[src/rtl/fifo_rt_pkg.sv]
package fifo_rt_pkg;

    // Fill level of the buffer, ordered by occupancy
    typedef enum logic [1:0] {
        LVL_EMPTY = 2'd0,
        LVL_LOW   = 2'd1,
        LVL_HIGH  = 2'd2,
        LVL_FULL  = 2'd3
    } lvl_t;

endpackage

[src/rtl/fifo_rt_ptrs.sv]
module fifo_rt_ptrs #(
    parameter int AW = 9
) (
    input  logic        clk,
    input  logic        rst_n,
    input  logic        wr_go,
    input  logic        rd_go,
    input  logic        rt_go,
    output logic [AW:0] wptr,
    output logic [AW:0] rptr,
    output logic [AW:0] wptr_nx,
    output logic [AW:0] rptr_nx
);

    logic wr_off_zero;

    assign wr_off_zero = |wptr[AW-1:0];

    always_comb begin
        wptr_nx = wptr;
        rptr_nx = rptr;
        if (wr_go)
            wptr_nx = wptr + 1'b1;
        if (rt_go)
            // Location zero. The wrap bit is chosen so that the distance
            // equals the write count, DEPTH included.
            rptr_nx = {wptr[AW] & wr_off_zero, {AW{1'b0}}};
        else if (rd_go)
            rptr_nx = rptr + 1'b1;
    end

    always_ff @(posedge clk) begin
        if (!rst_n) begin
            wptr <= '0;
            rptr <= '0;
        end else begin
            wptr <= wptr_nx;
            rptr <= rptr_nx;
        end
    end

endmodule

[src/rtl/fifo_rt_level.sv]
module fifo_rt_level
    import fifo_rt_pkg::*;
#(
    parameter int AW    = 9,
    parameter int DEPTH = 512
) (
    input  logic        clk,
    input  logic        rst_n,
    input  logic        wr_go,
    input  logic        rd_go,
    input  logic        rt_go,
    input  logic [AW:0] occ_nx,
    output logic        empty,
    output logic        full,
    output logic        half
);

    localparam logic [AW:0] HALF_V = (AW+1)'(DEPTH / 2);
    localparam logic [AW:0] TOP_V  = (AW+1)'(DEPTH);

    lvl_t state, state_nx;
    logic wr_only, rd_only;

    assign wr_only = wr_go & ~rd_go;
    assign rd_only = rd_go & ~wr_go;

    function automatic lvl_t grade(input logic [AW:0] occ);
        if (occ == '0)         return LVL_EMPTY;
        else if (occ <= HALF_V) return LVL_LOW;
        else if (occ < TOP_V)   return LVL_HIGH;
        else                    return LVL_FULL;
    endfunction

    // Transition logic
    always_comb begin
        state_nx = state;
        unique case (state)
            LVL_EMPTY: begin
                if (rt_go)       state_nx = grade(occ_nx);   // rewind
                else if (wr_go)  state_nx = LVL_LOW;         // fill
            end
            LVL_LOW: begin
                if (rt_go)                          state_nx = grade(occ_nx);
                else if (wr_only && occ_nx > HALF_V) state_nx = LVL_HIGH;   // cross-up
                else if (rd_only && occ_nx == '0)    state_nx = LVL_EMPTY;  // drain
            end
            LVL_HIGH: begin
                if (rt_go)                            state_nx = grade(occ_nx);
                else if (wr_only && occ_nx == TOP_V)   state_nx = LVL_FULL;  // top-out
                else if (rd_only && occ_nx <= HALF_V)  state_nx = LVL_LOW;   // cross-down
            end
            LVL_FULL: begin
                if (rt_go)       state_nx = grade(occ_nx);
                else if (rd_go)  state_nx = LVL_HIGH;        // unfill
            end
            default: state_nx = LVL_EMPTY;
        endcase
    end

    // State register
    always_ff @(posedge clk) begin
        if (!rst_n) state <= LVL_EMPTY;
        else        state <= state_nx;
    end

    // Outputs decoded from the state
    always_comb begin
        empty = 1'b0;
        full  = 1'b0;
        half  = 1'b0;
        unique case (state)
            LVL_EMPTY: empty = 1'b1;
            LVL_LOW:   ;
            LVL_HIGH:  half = 1'b1;
            LVL_FULL: begin
                full = 1'b1;
                half = 1'b1;
            end
            default: empty = 1'b1;
        endcase
    end

endmodule

[src/rtl/fifo_rt_store.sv]
module fifo_rt_store #(
    parameter int DATA_W = 9,
    parameter int AW     = 9
) (
    input  logic              clk,
    input  logic              rst_n,
    input  logic              wr_go,
    input  logic [AW-1:0]     waddr,
    input  logic [DATA_W-1:0] wdata,
    input  logic              rd_go,
    input  logic [AW-1:0]     raddr,
    output logic [DATA_W-1:0] rdata,
    output logic              rvalid
);

    localparam int WORDS = 1 << AW;

    logic [DATA_W-1:0] mem [WORDS];

    always_ff @(posedge clk) begin
        if (wr_go)
            mem[waddr] <= wdata;
    end

    always_ff @(posedge clk) begin
        if (!rst_n) begin
            rdata  <= '0;
            rvalid <= 1'b0;
        end else begin
            rvalid <= rd_go;
            rdata  <= rd_go ? mem[raddr] : '0;
        end
    end

endmodule

[src/rtl/fifo_rt.sv]
module fifo_rt
    import fifo_rt_pkg::*;
#(
    parameter int DATA_W = 9,
    parameter int DEPTH  = 512
) (
    input  logic              clk,
    input  logic              rst_n,
    input  logic              wr_en,
    input  logic [DATA_W-1:0] wr_data,
    input  logic              rd_en,
    input  logic              rewind,
    output logic [DATA_W-1:0] rd_data,
    output logic              rd_valid,
    output logic              empty,
    output logic              full,
    output logic              half
);

    localparam int AW = $clog2(DEPTH);

    logic        wr_go, rd_go, rt_go;
    logic [AW:0] wptr, rptr, wptr_nx, rptr_nx, occ_nx;

    assign wr_go  = wr_en & ~full;
    assign rd_go  = rd_en & ~empty;
    assign rt_go  = rewind & ~wr_en & ~rd_en;
    assign occ_nx = wptr_nx - rptr_nx;

    fifo_rt_ptrs #(.AW(AW)) u_ptrs (
        .clk     (clk),
        .rst_n   (rst_n),
        .wr_go   (wr_go),
        .rd_go   (rd_go),
        .rt_go   (rt_go),
        .wptr    (wptr),
        .rptr    (rptr),
        .wptr_nx (wptr_nx),
        .rptr_nx (rptr_nx)
    );

    fifo_rt_level #(.AW(AW), .DEPTH(DEPTH)) u_level (
        .clk    (clk),
        .rst_n  (rst_n),
        .wr_go  (wr_go),
        .rd_go  (rd_go),
        .rt_go  (rt_go),
        .occ_nx (occ_nx),
        .empty  (empty),
        .full   (full),
        .half   (half)
    );

    fifo_rt_store #(.DATA_W(DATA_W), .AW(AW)) u_store (
        .clk    (clk),
        .rst_n  (rst_n),
        .wr_go  (wr_go),
        .waddr  (wptr[AW-1:0]),
        .wdata  (wr_data),
        .rd_go  (rd_go),
        .raddr  (rptr[AW-1:0]),
        .rdata  (rd_data),
        .rvalid (rd_valid)
    );

endmodule

[config.mk]
export PLATFORM = sky130hd
export DESIGN_NAME = fifo_rt
export DESIGN_NICKNAME = d
export VERILOG_FILES = /design/src/rtl/fifo_rt_pkg.sv /design/src/rtl/fifo_rt_ptrs.sv /design/src/rtl/fifo_rt_level.sv /design/src/rtl/fifo_rt_store.sv /design/src/rtl/fifo_rt.sv
export SDC_FILE = /design/constraint.sdc
export NUM_CORES = 2
export LEC_CHECK = 0
export BUFFER_PORTS_ARGS = -buffer_cell sky130_fd_sc_hd__buf_2
export CORE_MARGIN = 1.5
export CORE_UTILIZATION = 50
export DETAILED_ROUTE_END_ITERATION = 8
export MAX_ROUTING_LAYER = met4
export PLACE_DENSITY_LB_ADDON = 0.05
export SYNTH_ARGS = -nofsm -noshare
export SYNTH_HDL_FRONTEND = slang
export SYNTH_MEMORY_MAX_BITS = 65536
export SYNTH_SLANG_ARGS = --single-unit
[constraint.sdc]
create_clock -name clk -period 5.1 [get_ports clk]
set_input_delay 1.275 -clock clk [delete_from_list [all_inputs] [get_ports clk]]
set_output_delay 1.275 -clock clk [all_outputs]
set_load 0.02 [all_outputs]
==> impl_results.md <==
- Crit Path Max Fanout: 27
- Synth warn: 0
- Initial antenna violation count: 26
- Die Height: 602 um
- FFs w/ async S/R, synth: 0%
- Final setup TNS: 0 ps
- Dominant cell type by area after synthesis: edfxtp_1
- Final Hold Viols: 0
- H-tree depth: 5
- Top-area cell type share of the netlist area: 77.1%
- Crit-path cells: buf_12 > buf_4 > buf_4 > buf_4 > mux4_2 > mux2i_1 > o221ai_1 > o22ai_1 > a211oi_1 > nor3_1 > nor3_1
- Reg area: 0.139 mm^2
- Yosys cell types: 60
- CTS buffer count: 475
- CP endpoint kind: register
- Largest net degree at the start of global routing: 142
- CP delay by family, top: compound AO/OA/AOI/OAI gates
- Clock slew at reported path FFs: approximately 60 ps
- DIE WIDTH: 602 um
- Worst endpoint required time: 6010 ps
- Clock Path Buffers: 4
- Total track usage: 26.2%
- Finished Layout Cells: 13400
- Initial Util: 50.3%
- Drt first pass iters: 6
- Status: complete, but fails checks
- Via total after detailed routing: around 83000
- Headroom to the max-slew limit: -3.81%
- TritonCTS clock tree: yes
- Worst hold path class: reg -> reg
- FMAX: about 0.22 GHz
- Pwr per Cell Area: a little over 400 mW/mm^2
- Synth Area in Compound Gates: 0.963%
- Detail Route Antenna Nets: 0
- Layout cells sized above 1: 30.6%
- Failing checks: capacitance limit, slew limit
- PortBufs: 26
- Core area: 0.356 mm^2
- Place WS: -101 ps
- Fraction of synthesized area in multiplexers: between 15 and 20%
- GRT Residual Overflow: 0
- CP Data Arrival Time: 5500 ps
- Drt drc: 0
- Die area: 0.362 mm^2
- Nets: 8295
- Crit Path Class: reg -> reg
- Mean Syn Cell Area: 23.3 um^2
- Yosys reg bits: 4640
- Routed WL: 458000 um
- P_leak: 61.1 nW
- Max-slew violations: 2
- Area grow syn2layout: 13.4%
- Detailed placer's ending HPWL: 272000 um
- Clock latency on the worst-skew pair: 990 ps
- Root Driver: clkbuf_16
- Crit path launch type: register
- Final min period: 4590 ps
- Cell Area, Synth: 0.179 mm^2
- Hold buffer count at cts: 0
- Postcts setup bufs: 0
- Syn Inst Count: 7693
- Slowest-stage cell, CP: a211oi_1
- Gpl congestion: 0.857
- Adder-Cell Fraction of Synth Area: 0.109%
- Synth Area in Simple Gates: 1.83%
- Period utilization: 90.1%
- Most common cell on crit path: buf_4
- Hold WS: 590 ps
- Max cap viols: 1
- Synth Net Count: 7722
- Wire length per cell: 34.1 um
- Largest family of logic cells by synthesized area: multiplexers
- Sequential element share of the synthesized area: 77.5%
- Clk sinks: 4640
- Placed Cells: 12500
- First-pass GRT wire length: 653000 um
- Least-Margin Pin Slew: ~1500 ps
- Filler instances: between 20000 and 30000
- Final setup viols: 0
- Detailed Route Iter0 Violations: 9545
- Post-synthesis xor/xnor area fraction: 0.0830%
- CTS resizes: 0
- Post-synth EDFFs: 4608
- Final worst slack: slightly above 500 ps
- Design area: 0.203 mm^2
- Area contributors post-synth: edfxtp_1 (77%), mux4_2 (18%), nor2_1 (1.1%)
- Worst IR Drop VDD: 0.324 mV
- Row cnt: 219
- Crit path largest cell delay: 1240 ps
- Cell Area, Placed: 0.189 mm^2
- Ys flop type: edfxtp_1
- Area of the multi-input gates: between 0.03 and 0.04 mm^2
- RSZ-0062 raised after global routing: false
- Worst Skew: 41.4 ps
- Vias in the first global route: approximately 85000
- Critical path buffers and inverters: 4
- Num ports: 27
- Vias/cell: around 6.2
worst reg2reg max path: stages (launching register included):
cell	delay (ps)
dfxtp_4	440
buf_12	290
buf_4	380
buf_4	320
buf_4	540
mux4_2	370
mux2i_1	80
o221ai_1	350
o22ai_1	120
a211oi_1	1240
nor3_1	170
nor3_1	210
power breakdown:
part / internal, W / switching [W]
Combinational: 0.00383 / 0.00441
Sequential: 0.0420 / 0.0000592
Clock: 0.0187 / 0.0143
worst paths after layout:
kind                 endpoint           start  slack, ps  depth (start not counted)
max          u_store.rdata[3]  u_ptrs.rptr[0]        510                         11
max reg2reg  u_store.rdata[3]  u_ptrs.rptr[0]        510                         11
min reg2reg    u_ptrs.wptr[9]  u_ptrs.wptr[9]        590                          2
min            u_ptrs.wptr[9]  u_ptrs.wptr[9]        590                          2
cells by family (layout without fill, tap and decap cells):
group | after synthesis | after routing
buffers and inverters | 481 | 1457
xor gates and xnor gates | 17 | 17
DFF | 4640 | 4640
adders and majority gates | 15 | 15
and+or+nand+nor | 782 | 782
other | 0 | 8
AOI/OAI and AO/OA | 234 | 234
muxes | 1524 | 1524
stage by stage:
stage               power [W]  util, %
floorplan              0.0482        -
global placement       0.0512     52.9
detailed placement     0.0512     52.9
CTS                    0.0840     57.0
global route           0.0857     57.0
finish                 0.0832     57.0
cells in the mapped netlist (7+ instances only):
cell      number
nor3_1        22
xnor2_1       10
a211oi_1      84
xor2_1         7
inv_1         13
o221ai_1      34
mux2i_1      116
a22o_1         9
nand2_1       90
o22ai_1       18
nor2b_1       48
mux4_2      1408
buf_1         45
and2_1        13
ha_1          14
nor4_1        11
o21ai_0       28
buf_2        119
nand3_1       20
and3_1         7
nor2_1       542
buf_4         40
dfxtp_1       32
a21oi_1       11
clkbuf_1     258
a22oi_1       18
edfxtp_1    4608
routing by layer:
| metal | global-route usage [%] | routed length [um] | vias to the layer above |
|---|---|---|---|
| met5 | - | 0 | - |
| met4 | 5.46 | 9500 | 0 |
| met3 | 3.09 | 27000 | 578 |
| met2 | 41.2 | 226000 | 2885 |
| met1 | 37.5 | 196000 | 46000 |
| li1 | - | - | 34000 |
cell usage in the layout (no fill, tap or decap), types with 73 or more instances in the layout:
cell type,n
clkbuf_1,115
mux4_2,1408
buf_12,80
a211oi_1,82
edfxtp_1,4608
buf_4,458
nand2_1,73
clkinv_2,97
nor2_1,541
mux2i_1,116
clkinv_1,123
clkbuf_16,484
area by class of cell:
cell class | instances | area share (%)
sequential | 4640 | 68.4
multi-input combinational | 2572 | 18.9
clock buffer | 602 | 6.19
tap | 4751 | 2.92
timing repair buffer | 564 | 2.59
clock inverter | 278 | 1.02
inverter | 13 | 0.0240
antenna | 8 | 0.00984
sequential cells by signal (all words and copies together), names as in the netlist:
| register | count |
|---|---|
| u_store.rvalid | 1 |
| u_level.state | 2 |
| u_store.rdata | 9 |
| u_ptrs.rptr | 10 |
| u_store.mem | 4608 |
| u_ptrs.wptr | 10 |
Note: power is estimated with default switching activity, not from simulation.
